**config.mk**
```make
export PLATFORM = sky130hd
export DESIGN_NAME = lut_trigger
export DESIGN_NICKNAME = d
export VERILOG_FILES = /design/src/rtl/lut_trig_pkg.sv /design/src/rtl/lut_trig_cfg.sv /design/src/rtl/lut_trig_match.sv /design/src/rtl/lut_trig_ctl.sv /design/src/rtl/lut_trigger.sv
export SDC_FILE = /design/constraint.sdc
export NUM_CORES = 1
export LEC_CHECK = 0
export CAP_MARGIN = 30
export CORE_MARGIN = 4
export CORE_UTILIZATION = 24
export CTS_BUF_LIST = sky130_fd_sc_hd__clkbuf_4 sky130_fd_sc_hd__clkbuf_8
export CTS_CLUSTER_SIZE = 8
export DETAILED_ROUTE_END_ITERATION = 12
export GPL_TIMING_DRIVEN = 0
export PLACE_DENSITY = 0.45
export SYNTH_ARGS = -nofsm -noshare
export SYNTH_HDL_FRONTEND = slang
export SYNTH_SLANG_ARGS = --single-unit
```
**constraint.sdc**
```tcl
create_clock -name clk -period 4.2 [get_ports clk]
set_clock_uncertainty 0.15 [all_clocks]
set_input_delay 0.63 -clock clk [delete_from_list [all_inputs] [get_ports clk]]
set_output_delay 0.63 -clock clk [all_outputs]
set_load 0.01 [all_outputs]
```
**src/rtl/lut_trig_pkg.sv**
```systemverilog
package lut_trig_pkg;
  // Defaults shared by the trigger modules
  localparam int DEF_QUADS  = 4;
  localparam int DEF_QUAD_W = 4;
  localparam int DEF_UNITS  = 2;
  localparam int DEF_CFG_AW = 8;
  localparam int DEF_CFG_DW = 16;
  // Upper address nibble selecting a row write, and the combining-table address
  localparam int ROW_TAG    = 3;
  localparam int GLUE_ADDR  = 64;
endpackage

```
**src/rtl/lut_trig_cfg.sv**
```systemverilog
module lut_trig_cfg
  import lut_trig_pkg::*;
#(
  parameter int NUM_QUADS = DEF_QUADS,
  parameter int QUAD_W    = DEF_QUAD_W,
  parameter int NUM_UNITS = DEF_UNITS,
  parameter int CFG_AW    = DEF_CFG_AW,
  parameter int CFG_DW    = DEF_CFG_DW
) (
  input  logic                                          clk,
  input  logic                                          rst_n,
  input  logic                                          cfg_we,
  input  logic [CFG_AW-1:0]                             cfg_addr,
  input  logic [CFG_DW-1:0]                             cfg_wdata,
  output logic [NUM_QUADS-1:0][(1<<QUAD_W)-1:0]         val_tbl,
  output logic [NUM_UNITS-1:0][NUM_QUADS-1:0][(1<<QUAD_W)-1:0] unit_tbl,
  output logic [(1<<(2*NUM_UNITS))-1:0]                 glue_tbl
);
  localparam int LUT_D  = 1 << QUAD_W;
  localparam int GLUE_D = 1 << (2*NUM_UNITS);
  localparam int TAG_W  = CFG_AW - QUAD_W;

  logic             row_wr;
  logic             glue_wr;
  logic [QUAD_W-1:0] row;

  assign row     = cfg_addr[QUAD_W-1:0];
  assign row_wr  = cfg_we && (cfg_addr[CFG_AW-1:QUAD_W] == TAG_W'(ROW_TAG));
  assign glue_wr = cfg_we && (cfg_addr == CFG_AW'(GLUE_ADDR));

  always_ff @(posedge clk) begin
    if (!rst_n) begin
      val_tbl  <= '1;
      unit_tbl <= '0;
      glue_tbl <= '0;
    end else begin
      if (row_wr) begin
        for (int q = 0; q < NUM_QUADS; q++) begin
          val_tbl[q][row] <= cfg_wdata[q];
          for (int u = 0; u < NUM_UNITS; u++)
            unit_tbl[u][q][row] <= cfg_wdata[(u+1)*NUM_QUADS + q];
        end
      end
      if (glue_wr)
        glue_tbl <= cfg_wdata[GLUE_D-1:0];
    end
  end


  glue_load_chk: assert property (@(posedge clk) disable iff (!rst_n)
    glue_wr |=> glue_tbl == $past(cfg_wdata[GLUE_D-1:0]));

  cfg_hold_chk: assert property (@(posedge clk) disable iff (!rst_n)
    (!row_wr && !glue_wr) |=> ($stable(val_tbl) && $stable(unit_tbl) && $stable(glue_tbl)));

  row_load_chk: assert property (@(posedge clk) disable iff (!rst_n)
    row_wr |=> val_tbl[0][$past(row)] == $past(cfg_wdata[0]));
endmodule

```
**src/rtl/lut_trig_match.sv**
```systemverilog
module lut_trig_match
  import lut_trig_pkg::*;
#(
  parameter int NUM_QUADS = DEF_QUADS,
  parameter int QUAD_W    = DEF_QUAD_W
) (
  input  logic [NUM_QUADS-1:0][(1<<QUAD_W)-1:0] tbl,
  input  logic [NUM_QUADS*QUAD_W-1:0]           smp,
  output logic                                  hit
);
  logic [NUM_QUADS-1:0] quad_hit;

  // each quad looks up its own nibble, channel 4q is the index LSB
  for (genvar q = 0; q < NUM_QUADS; q++) begin : g_quad
    assign quad_hit[q] = tbl[q][smp[q*QUAD_W +: QUAD_W]];
  end

  assign hit = &quad_hit;
endmodule

```
**src/rtl/lut_trig_ctl.sv**
```systemverilog
module lut_trig_ctl
  import lut_trig_pkg::*;
#(
  parameter int NUM_UNITS = DEF_UNITS
) (
  input  logic                             clk,
  input  logic                             rst_n,
  input  logic                             arm,
  input  logic                             smp_vld,
  input  logic                             val_hit,
  input  logic [NUM_UNITS-1:0]             unit_cur,
  input  logic [(1<<(2*NUM_UNITS))-1:0]    glue_tbl,
  output logic                             trig,
  output logic                             seen
);
  localparam int GI_W = 2*NUM_UNITS;

  // bit 2u is unit u previous, bit 2u+1 is unit u current
  function automatic logic [GI_W-1:0] glue_index(input logic [NUM_UNITS-1:0] prv,
                                                 input logic [NUM_UNITS-1:0] cur);
    logic [GI_W-1:0] idx;
    for (int u = 0; u < NUM_UNITS; u++) begin
      idx[2*u]   = prv[u];
      idx[2*u+1] = cur[u];
    end
    return idx;
  endfunction

  logic                 armed;
  logic                 first;
  logic [NUM_UNITS-1:0] unit_prev;
  logic [NUM_UNITS-1:0] prev_eff;
  logic [GI_W-1:0]      gidx;
  logic                 edge_hit;
  logic                 fire;

  // first sample after arm stands in for its own predecessor
  assign prev_eff = first ? unit_cur : unit_prev;
  assign gidx     = glue_index(prev_eff, unit_cur);
  assign edge_hit = glue_tbl[gidx];

  assign fire     = armed && !seen && smp_vld && val_hit && edge_hit;

  always_ff @(posedge clk) begin
    if (!rst_n) begin
      armed     <= 1'b0;
      first     <= 1'b1;
      unit_prev <= '0;
      trig      <= 1'b0;
      seen      <= 1'b0;
    end else if (arm) begin
      armed <= 1'b1;
      first <= 1'b1;
      trig  <= 1'b0;
      seen  <= 1'b0;
    end else begin
      trig <= fire;
      if (fire)
        seen <= 1'b1;
      if (smp_vld && armed) begin
        first     <= 1'b0;
        unit_prev <= unit_cur;
      end
    end
  end


  cond_and_chk: assert property (@(posedge clk) disable iff (!rst_n)
    trig |-> ($past(val_hit) && $past(edge_hit)));

  single_cycle_chk: assert property (@(posedge clk) disable iff (!rst_n)
    trig |=> !trig);

  seen_sticky_chk: assert property (@(posedge clk) disable iff (!rst_n)
    (seen && !arm) |=> (seen && !trig));

  arm_clear_chk: assert property (@(posedge clk) disable iff (!rst_n)
    arm |=> (!seen && !trig));

  vld_gate_chk: assert property (@(posedge clk) disable iff (!rst_n)
    !smp_vld |=> !trig);

  unarmed_quiet_chk: assert property (@(posedge clk) disable iff (!rst_n)
    !armed |=> !trig);
endmodule

```
**src/rtl/lut_trigger.sv**
```systemverilog
module lut_trigger
  import lut_trig_pkg::*;
#(
  parameter int NUM_QUADS = DEF_QUADS,
  parameter int QUAD_W    = DEF_QUAD_W,
  parameter int NUM_UNITS = DEF_UNITS,
  parameter int CFG_AW    = DEF_CFG_AW,
  parameter int CFG_DW    = DEF_CFG_DW
) (
  input  logic                        clk,
  input  logic                        rst_n,
  input  logic                        arm_i,
  input  logic [NUM_QUADS*QUAD_W-1:0] smp_i,
  input  logic                        smp_vld_i,
  input  logic                        cfg_we_i,
  input  logic [CFG_AW-1:0]           cfg_addr_i,
  input  logic [CFG_DW-1:0]           cfg_wdata_i,
  output logic                        trig_o,
  output logic                        trig_seen_o
);
  localparam int LUT_D  = 1 << QUAD_W;
  localparam int GLUE_D = 1 << (2*NUM_UNITS);

  logic [NUM_QUADS-1:0][LUT_D-1:0]                val_tbl;
  logic [NUM_UNITS-1:0][NUM_QUADS-1:0][LUT_D-1:0] unit_tbl;
  logic [GLUE_D-1:0]                              glue_tbl;
  logic                                           val_hit;
  logic [NUM_UNITS-1:0]                           unit_cur;

  lut_trig_cfg #(
    .NUM_QUADS(NUM_QUADS), .QUAD_W(QUAD_W), .NUM_UNITS(NUM_UNITS),
    .CFG_AW(CFG_AW), .CFG_DW(CFG_DW)
  ) u_cfg (
    .clk(clk), .rst_n(rst_n), .cfg_we(cfg_we_i), .cfg_addr(cfg_addr_i),
    .cfg_wdata(cfg_wdata_i), .val_tbl(val_tbl), .unit_tbl(unit_tbl),
    .glue_tbl(glue_tbl)
  );

  lut_trig_match #(.NUM_QUADS(NUM_QUADS), .QUAD_W(QUAD_W)) u_val (
    .tbl(val_tbl), .smp(smp_i), .hit(val_hit)
  );

  for (genvar u = 0; u < NUM_UNITS; u++) begin : g_unit
    lut_trig_match #(.NUM_QUADS(NUM_QUADS), .QUAD_W(QUAD_W)) u_edge (
      .tbl(unit_tbl[u]), .smp(smp_i), .hit(unit_cur[u])
    );
  end

  lut_trig_ctl #(.NUM_UNITS(NUM_UNITS)) u_ctl (
    .clk(clk), .rst_n(rst_n), .arm(arm_i), .smp_vld(smp_vld_i),
    .val_hit(val_hit), .unit_cur(unit_cur), .glue_tbl(glue_tbl),
    .trig(trig_o), .seen(trig_seen_o)
  );
endmodule

```
## Yosys cells after proc, flatten, opt, wreduce, memory -nomap -nowiden

Index checks and enable logic that the tools add are counted.

- Div/mod/pow operators: 0
- Bitwise logic cells: 2
- Shifts and indexed selects: 0
- Add/sub/neg operators: 0
- Equality and inequality tests: 2
- Magnitude comparators: 7
- $mul: 0
- Mux-type cells: 41
- Reduce and logical (&&, ||, !) cells: 14

Operator list:

| kind | number |
|---|---|
| $bwmux 16 | 12 |
| $bmux 1 s4 | 13 |
| $lt 4x5->1 const B | 6 |
| $mux 1 | 14 |
| $reduce_and 4->1 | 3 |
| $eq 8x7->1 const B | 1 |
| $logic_and 1x1->1 | 8 |
| $demux 1 s4 | 1 |
| $eq 4x2->1 const B | 1 |
| $ge 4x1->1 const B | 1 |
| $mux 2 | 1 |
| $not 1->1 | 2 |
| $reduce_and 2->1 | 1 |
| $reduce_or 2->1 | 1 |
| $logic_not 1->1 | 1 |

- Memories kept: 0
- Memory bits (writable): 0
- Bits in registers: 214
- Output and inout port bits: 2
- Bits in latches: 0
- Input port bits: 45
- Logic and storage cells: 84
- ROM bits: 0

## Depth between registers and ports, before layout

Gate-level depths: netlist of the first run.

- Word-level depth: 7
- Depth in mapped cells: 8
- Depth with buffers taken out: 7

## Hierarchy

A second synthesis of the first run with hierarchy kept.

- Cells, all modules: 878
- Area, all modules: 9,840.7 sq um

By module, submodules not included:

| module | sequential area each (sq um) | area each (sq um) | times used | cells each |
|---|---|---|---|---|
| lut_trig_cfg | 4,164.0 | 7,732.4 | 1 | 731 |
| lut_trig_match | 0.0 | 551.8 | 3 | 31 |
| lut_trig_ctl | 120.1 | 452.9 | 1 | 54 |

## Worst setup path before layout of the first run

OpenSTA, ideal clock, no wires.

- Kind: input to register
- Start: input port smp_i[13]
- End: register u_ctl.seen
- Library setup time: 79 ps
- Stages: 8
- Buffers on the path: 1
- Required time: 3,971 ps
- Arrival: 2,511 ps
- Setup slack: 1,460 ps
- Cells stage by stage: buf_2 > mux4_2 > and3b_1 > a21oi_1 > a31oi_1 > and3_1 > or4b_1 > o211ai_1

- Cells in the longest elaborated chain, start to end: 7
- Elaborated cells on any way between the ends: 14
- Those cells by class: mux: 9; reduce/logical: 5

Ends and longest elaborated chain:

| item | RTL line | RTL |
|---|---|---|
| start, declared | lut_trigger.sv:13 | `input logic [NUM_QUADS*QUAD_W-1:0] smp_i,` |
| $bmux 1 s4 | lut_trig_match.sv:15 | `assign quad_hit[q] = tbl[q][smp[q*QUAD_W +: QUAD_W]];` |
| $mux 1 (implied by the code) | lut_trig_match.sv:15 |  |
| $reduce_and 4->1 | lut_trig_match.sv:18 | `assign hit = &quad_hit;` |
| $mux 2 | lut_trig_ctl.sv:38 | `assign prev_eff = first ? unit_cur : unit_prev;` |
| $bmux 1 s4 | lut_trig_ctl.sv:40 | `assign edge_hit = glue_tbl[gidx];` |
| $mux 1 (implied by the code) | lut_trig_ctl.sv:40 |  |
| $logic_and 1x1->1 * | lut_trig_ctl.sv:42 | `assign fire = armed && !seen && smp_vld && val_hit && edge_hit;` |
| end signal, assigned | lut_trig_ctl.sv:50 | `seen <= 1'b0;` |
| end signal, assigned | lut_trig_ctl.sv:55 | `seen <= 1'b0;` |
| end signal, assigned | lut_trig_ctl.sv:59 | `seen <= 1'b1;` |
| end, declared | lut_trig_ctl.sv:14 | `output logic seen` |

Every way passes the cells marked *; elsewhere a longest branch is shown, timed or not. The select of a mux whose other input is x is not followed.
A chain may end at the register's enable or synchronous reset.

## Worst setup path in the final report of the first run

- Start: input port cfg_we_i
- End: register u_cfg.val_tbl[62] (netlist name)

- Cells in the longest elaborated chain, start to end: 1

Ends and longest elaborated chain:

| item | RTL line | RTL |
|---|---|---|
| start, declared | lut_trigger.sv:15 | `input logic cfg_we_i,` |
| $logic_and 1x1->1 | lut_trig_cfg.sv:28 | `assign row_wr = cfg_we && (cfg_addr[CFG_AW-1:QUAD_W] == TAG_W'(ROW_TAG));` |
| end signal, assigned by index | lut_trig_cfg.sv:39 | `val_tbl[q][row] <= cfg_wdata[q];` |
| end, declared | lut_trig_cfg.sv:15 | `output logic [NUM_QUADS-1:0][(1<<QUAD_W)-1:0] val_tbl,` |

Every way passes these cells.

==> flow_summary.toml, run 1 <==
[global_routing]
globalRouteTotalUtil_pct = 16.2
grt_pass1_wl_mm = 53.2
globalRouteOverflowTotal = 0
grt_max_degree = 11
grt_antenna_before_repair = 0
via_count_of_the_first_global_routing_pass = 7837

[route]
route.met2.wl_mm = 16.5
initialDrtViolationCount = 719
wl_met1_mm = 16.5
residual_drc = 0
ant_nets = 0
top_layer = "met4"
met3_wirelength_mm = 2.31
num_vias = 8111
wire_per_inst_um = 21.7
drt-vias-per-instance = 4.81
wl_mm = 36.6
dr.pass1.iters = 5

[placed_design]
finalWeightedCongestion = 0.824
place_inst = 1617
place.detailed.hpwl_mm = 24.9
post_dp_area_mm2 = 0.0109
dpl_worst_slack_ns = 0.259
portBuffers = 28

[setup_path]
timing.critical_path.arrival_ns = 3.67
critical-path-top-delay-family = "buffers and inverters"
cpPeakStageDelay_ns = 0.62
critical_path_required_ns = 4.44
crit_buf_inv = 3
cp_slowest_cell = "sky130_fd_sc_hd__clkbuf_1"
critical_path.cell_chain = "clkdlybuf4s50_1 -> nor2b_1 -> nand4b_1 -> nor3b_1 -> clkbuf_1 -> nand3_1 -> clkbuf_1 -> nand2_1 -> nand3_1"
timing.critical_path.fanout_max = 10
worstSetupStartpointType = "input port"
cp-end-kind = "flop"
critical_path_class = "input port to flop"

[logic_synthesis]
synth_largest_area_cell = "sky130_fd_sc_hd__dfxtp_1"
synth.area.top_cells = "sky130_fd_sc_hd__dfxtp_1, sky130_fd_sc_hd__nand2_1, sky130_fd_sc_hd__mux4_1"
netlist_area_mm2 = 0.00981
synth_seq_cells = 214
yosys-mux-area-fraction_pct = 20.3
synth_nets = 1097
post_syn_area_per_cell_um2 = 9.32
number_of_synthesized_flops_with_an_enable_pin = 0
postSynth.topFlopCell = "sky130_fd_sc_hd__dfxtp_1"
synth_async_sr_flop_share_pct = 0
yosysTopAreaCellShare_pct = 43.7
yosys.cell_types.count = 41
synth_sequential_area_ratio_pct = 43.7
post_synth_xor_area_fraction_pct = 0
yosys.area_share.simple_pct = 21.5
synth_top_family_by_area = "simple AND/OR/NAND/NOR gates"
post_synth_fa_ha_maj_area_fraction_pct = 0
syn-instance-count = 1052
yosysWarningCount = 0
synth_compound_gate_area_share_pct = 10.1

[die]
die_h_um = 210
die_w_um = 210
num_rows = 73
die_area_mm2 = 0.0442
floorplan.core_area_mm2 = 0.0401
top_level_ports = 47
starting_density_pct = 24.5

[clock_network]
post_cts.repair.setup_buffers = 0
ctsResizeCount = 0
maximum_buffer_depth_of_the_clock_tree = 3
ctsRootBufferMaster = "sky130_fd_sc_hd__clkbuf_8"
cts_made_buffers = 39
tritoncts_clock_tree = "yes"
cts_sink_count = 214
h_tree_levels = 2
post_cts_hold_buffer_count = 0
clk_slew_on_worst_s_h_paths_ns = 0.06
clk_latency_ns = 0.55

[cells_and_area]
syn2layout_area_growth_pct = 19.7
layoutNonFillerInstCount = 1687
antenna_cells_inserted = 0
nets = 1179
nFillCells = 4216
finalInstanceArea_mm2 = 0.0117
final_layout_size_suffix_gt1_share_pct = 10.3

[sta]
final_max_slew_viol_count = 0
layout_worst_path_cycle_share_pct = 81.7
setup_slack_ns = 0.769
rsz0062_at_grt = "false"
slew_headroom_pct = 29.1
finalHoldViolCount = 0
finalSetupTns_ns = 0
period_needed_ns = 3.43
setup-violations-final = 0
highest_attainable_clock_frequency_mhz = 291
tightest_slew_ns = 1.06

[worst_hold_path]
min-delay-path-class = "flop to flop"

[power_and_ir_drop]
irDropWorstVdd_mv = 0.179
total_leakage_power_nw = 4.01
pwrdens_mw_per_mm2 = 370

[run]
max_cap_violations = 0

[outcome]
run_status = "finished clean"
## layout make-up
type / instances / area [µm²] / area share, %
Clock inverter: 5 / 31.3 / 0.266
Timing Repair Buffer: 41 / 460 / 3.92
Sequential cell: 214 / 4280 / 36.5
Tap cell: 525 / 657 / 5.60
Inverter: 3 / 11.3 / 0.0959
Multi-Input combinational cell: 739 / 5090 / 43.3
Clock buffer: 64 / 781 / 6.65
Buffer: 96 / 428 / 3.65
## sequential cells by signal, summed over array words and instances, names as in the netlist
signal and flops:
u_cfg.glue_tbl 16, u_ctl.seen 1, u_cfg.unit_tbl 128, u_ctl.first 1, u_ctl.unit_prev 2, u_cfg.val_tbl 64, u_ctl.trig 1, u_ctl.armed 1
## stage by stage
| stage | hold WS, ns | util, % | power [mW] |
|---|---|---|---|
| final | 0.299 | 29.3 | 4.35 |
| after global routing | 0.314 | 29.3 | 4.49 |
| after CTS | 0.301 | 29.2 | 4.38 |
| after detailed placement | 0.294 | 27.2 | 2.32 |
| after global placement | 0.287 | 26.8 | 2.32 |
| after floorplan | 0.280 | - | 2.21 |
## layer usage
metal	vias to the layer above	GRT usage [%]
met3	80	3.88
met2	269	25.7
met1	3950	21.8
met5	-	0
met4	0	5.42
li1	3812	-
## cell usage after synthesis (all sizes together) (2+ instances only)
cell,number
mux2,2
a21boi,113
mux4,56
nand2b,3
buf,11
a31o,2
a31oi,4
nor3,6
nand2,324
dfxtp,214
nor3b,2
o21ai,4
and3,2
nand3b,3
o22ai,2
inv,3
and3b,2
mux2i,57
a21oi,7
nand4,3
and2,2
nor2,19
clkbuf,84
nand3,81
nor2b,35
## power by group
| part | switching (mW) | internal (mW) |
|---|---|---|
| Combinational | 0.149 | 0.0889 |
| Sequential | 0.00181 | 2.03 |
| Clock | 0.902 | 1.17 |
| Total | 1.05 | 3.30 |
## placed cells by master (no fill, tap or decap), types with 8 or more instances in the layout
cell / instances
sky130_fd_sc_hd__nand2_1: 324
sky130_fd_sc_hd__dfxtp_1: 214
sky130_fd_sc_hd__a21boi_0: 88
sky130_fd_sc_hd__clkbuf_1: 82
sky130_fd_sc_hd__nand3_1: 81
sky130_fd_sc_hd__mux2i_1: 57
sky130_fd_sc_hd__clkbuf_8: 50
sky130_fd_sc_hd__mux4_1: 36
sky130_fd_sc_hd__nor2b_1: 35
sky130_fd_sc_hd__clkdlybuf4s50_1: 28
sky130_fd_sc_hd__a21boi_1: 25
sky130_fd_sc_hd__mux4_2: 20
sky130_fd_sc_hd__nor2_1: 19
sky130_fd_sc_hd__clkbuf_4: 16
sky130_fd_sc_hd__buf_8: 9
sky130_fd_sc_hd__buf_6: 8
## path summary, 6_finish.rpt
kind                                        start                         endpoint  cells past startpoint  slack, ns
setup reg to reg  u_cfg.unit_tbl[38]$_SDFFE_PN0P_          u_ctl.seen$_SDFFE_PP0P_                      7       1.64
setup / recovery                         cfg_we_i   u_cfg.val_tbl[62]$_SDFFE_PN1P_                      9       0.77
hold / removal    u_cfg.unit_tbl[76]$_SDFFE_PN0P_  u_cfg.unit_tbl[76]$_SDFFE_PN0P_                      2       0.30
hold reg to reg   u_cfg.unit_tbl[76]$_SDFFE_PN0P_  u_cfg.unit_tbl[76]$_SDFFE_PN0P_                      2       0.30
## logic make-up after synthesis
group | Yosys count
flip-flops | 214
multiplexers | 115
buffers and inverters | 99
AO/OA/AOI/OAI | 136
AND/OR/NAND/NOR | 488
## worst min-delay path: cells and delay by family (launching register included)
family             cells  cell delay [ns]
DFF                    1             0.31
AOI/OAI and AO/OA      1             0.05
and+or+nand+nor        1             0.05
No activity file was read; power rests on OpenSTA's default activity.
==> run 2: changes to the inputs <==
--- a/config.mk
+++ b/config.mk
@@ -12,7 +12,7 @@
 export CTS_CLUSTER_SIZE = 8
 export DETAILED_ROUTE_END_ITERATION = 12
 export GPL_TIMING_DRIVEN = 0
-export PLACE_DENSITY = 0.45
+export PLACE_DENSITY = 0.46
 export SYNTH_ARGS = -nofsm -noshare
 export SYNTH_HDL_FRONTEND = slang
 export SYNTH_SLANG_ARGS = --single-unit
==> constraint.sdc (replaced) <==
create_clock -name clk -period 2.7 [get_ports clk]
set_clock_uncertainty 0.15 [all_clocks]
set_input_delay 0.405 -clock clk [delete_from_list [all_inputs] [get_ports clk]]
set_output_delay 0.405 -clock clk [all_outputs]
set_load 0.01 [all_outputs]
==> flow_summary.toml, run 2 (same netlist as run 1, synthesis figures left out) <==
[outcome]
run_status = "finished clean"

[cells_and_area]
largest-register = "u_cfg.unit_tbl"
syn2layout_area_growth_pct = 20.6
nets = 1182
final_layout_size_suffix_gt1_share_pct = 12.4
layout_commonest_cell = "sky130_fd_sc_hd__nand2_1"
layout.cells.most_common_list = "sky130_fd_sc_hd__nand2_1, sky130_fd_sc_hd__dfxtp_1, sky130_fd_sc_hd__a21boi_0, sky130_fd_sc_hd__nand3_1, sky130_fd_sc_hd__clkbuf_1"
postLayoutCoreUtil_pct = 29.5
finalInstanceArea_mm2 = 0.0118
largest_reg_flops = 128
antenna_cells_inserted = 0
layout_top_registers = "u_cfg.unit_tbl x128, u_cfg.val_tbl x64, u_cfg.glue_tbl x16"
nFillCells = 4227
layoutNonFillerInstCount = 1690

[placed_design]
place.detailed.hpwl_mm = 24.7
portBuffers = 28
post_dp_area_mm2 = 0.0109
finalWeightedCongestion = 0.788
place_inst = 1617

[power_and_ir_drop]
total_leakage_power_nw = 4.07
pwrdens_mw_per_mm2 = 579
power_switching_mw = 1.68
p_int_mw = 5.17
share_seq_of_total_power_pct = 46.2
comb_power_share_pct = 5.5
swShare_pct = 24.5
share_clk_of_total_power_pct = 48.3
irDropWorstVdd_mv = 0.235

[die]
num_rows = 73
die_area_mm2 = 0.0442
die_h_um = 210
starting_density_pct = 24.5
die_w_um = 210
floorplan.core_area_mm2 = 0.0401
top_level_ports = 47

[clock_network]
clk_slew_on_worst_s_h_paths_ns = 0.06
cts_made_buffers = 41
ctsRootBufferMaster = "sky130_fd_sc_hd__clkbuf_8"
h_tree_levels = 2
clk_latency_ns = 0.56
maximum_buffer_depth_of_the_clock_tree = 3
cts_sink_count = 214
tritoncts_clock_tree = "yes"

[setup_path]
critical_path_class = "input port to flop"
critical_path_required_ns = 3.01
cp-end-kind = "flop"
worst-r2r-cell-count = 6
worstSetupStartpointType = "input port"
timing.critical_path.arrival_ns = 2.94
timing.critical_path.fanout_max = 10

[route]
drt-vias-per-instance = 4.83
wire_per_inst_um = 21.9
ant_nets = 0
residual_drc = 0
wl_mm = 37.0
dr.pass1.iters = 5
num_vias = 8164
initialDrtViolationCount = 765

[worst_hold_path]
min-delay-path-class = "input port to flop"
worstHoldPathCells = 3

[global_routing]
via_count_of_the_first_global_routing_pass = 7957
grt_max_degree = 13
globalRouteOverflowTotal = 0
grt_pass1_wl_mm = 54.1
globalRouteTotalUtil_pct = 16.4
grt_antenna_before_repair = 1

[sta]
layout_worst_path_cycle_share_pct = 97.2
setup-violations-final = 0
finalHoldViolCount = 0
rsz0062_at_grt = "false"
slew_headroom_pct = 28.7
highest_attainable_clock_frequency_mhz = 381
final_max_slew_viol_count = 0
period_needed_ns = 2.62
tightest_slew_ns = 1.07
finalSetupTns_ns = 0

[run]
max_cap_violations = 0
run 2: final timing paths:
| check | start | end | slack (ns) |
|---|---|---|---|
| max | smp_i[2] | u_ctl.seen$_SDFFE_PP0P_ | 0.08 |
| min | cfg_wdata_i[7] | u_cfg.glue_tbl[7]$_SDFFE_PN0P_ | 0.15 |
| max reg2reg | u_cfg.val_tbl[38]$_SDFFE_PN1P_ | u_ctl.seen$_SDFFE_PP0P_ | 0.22 |
| min reg2reg | u_cfg.unit_tbl[88]$_SDFFE_PN0P_ | u_cfg.unit_tbl[88]$_SDFFE_PN0P_ | 0.30 |
run 2: final cells by class:
| type | instances | area (µm²) | area share [%] |
|---|---|---|---|
| clock inverters | 5 | 35.0 | 0.296 |
| clock buffers | 66 | 796 | 6.73 |
| inverters | 3 | 11.3 | 0.0952 |
| multi-input cells | 739 | 5120 | 43.3 |
| repair buffers | 43 | 467 | 3.94 |
| flip-flops and latches | 214 | 4280 | 36.2 |
| well taps | 525 | 657 | 5.55 |
| plain buffers | 95 | 459 | 3.88 |
run 2: power by group through the flow:
stage / Clock [mW] / Sequential (mW) / Combinational (mW)
2_1_floorplan: 0 / 3.24 / 0.202
4_1_cts: 3.36 / 3.17 / 0.380
3_3_place_gp: 0 / 3.24 / 0.372
6_report: 3.31 / 3.17 / 0.378
5_1_grt: 3.50 / 3.17 / 0.402
3_5_place_dp: 0 / 3.24 / 0.376
run 2: worst max-delay path, stage by stage:
cell and delay [ns]:
sky130_fd_sc_hd__clkdlybuf4s50_1 0.51, sky130_fd_sc_hd__buf_4 0.23, sky130_fd_sc_hd__mux4_1 0.20, sky130_fd_sc_hd__mux4_1 0.28, sky130_fd_sc_hd__nand4_1 0.18, sky130_fd_sc_hd__or4_1 0.47
sky130_fd_sc_hd__or4b_1 0.56, sky130_fd_sc_hd__o211ai_1 0.10
run 2: per-stage QoR:
step                total power [mW]  hold slack [ns]  worst slack [ns]
detailed placement              3.61            0.293             -1.00
global placement                3.61            0.287             -1.05
finish                          6.85            0.150            0.0769
global route                    7.07            0.166           0.00114
floorplan                       3.44            0.280             0.185
CTS                             6.91            0.135         -0.000395
run 2: routing by layer:
metal  up-vias  track usage (%)  part of all wire (%)
li1       3806                -                     -
met1      4019             22.4                    45
met2       281             26.7                    46
met3        58             3.29                   6.6
met4         0             4.28                   2.2
met5         -                0                     0
run 2: timing repair:
item | 4_1_cts | 5_1_grt
gates cloned | 1 | 0
setup endpoints to repair | 95 | 125
setup buffers | 1 | 1
pin swaps | 1 | 1
resized for setup | 26 | 15
hold buffers | 0 | 0
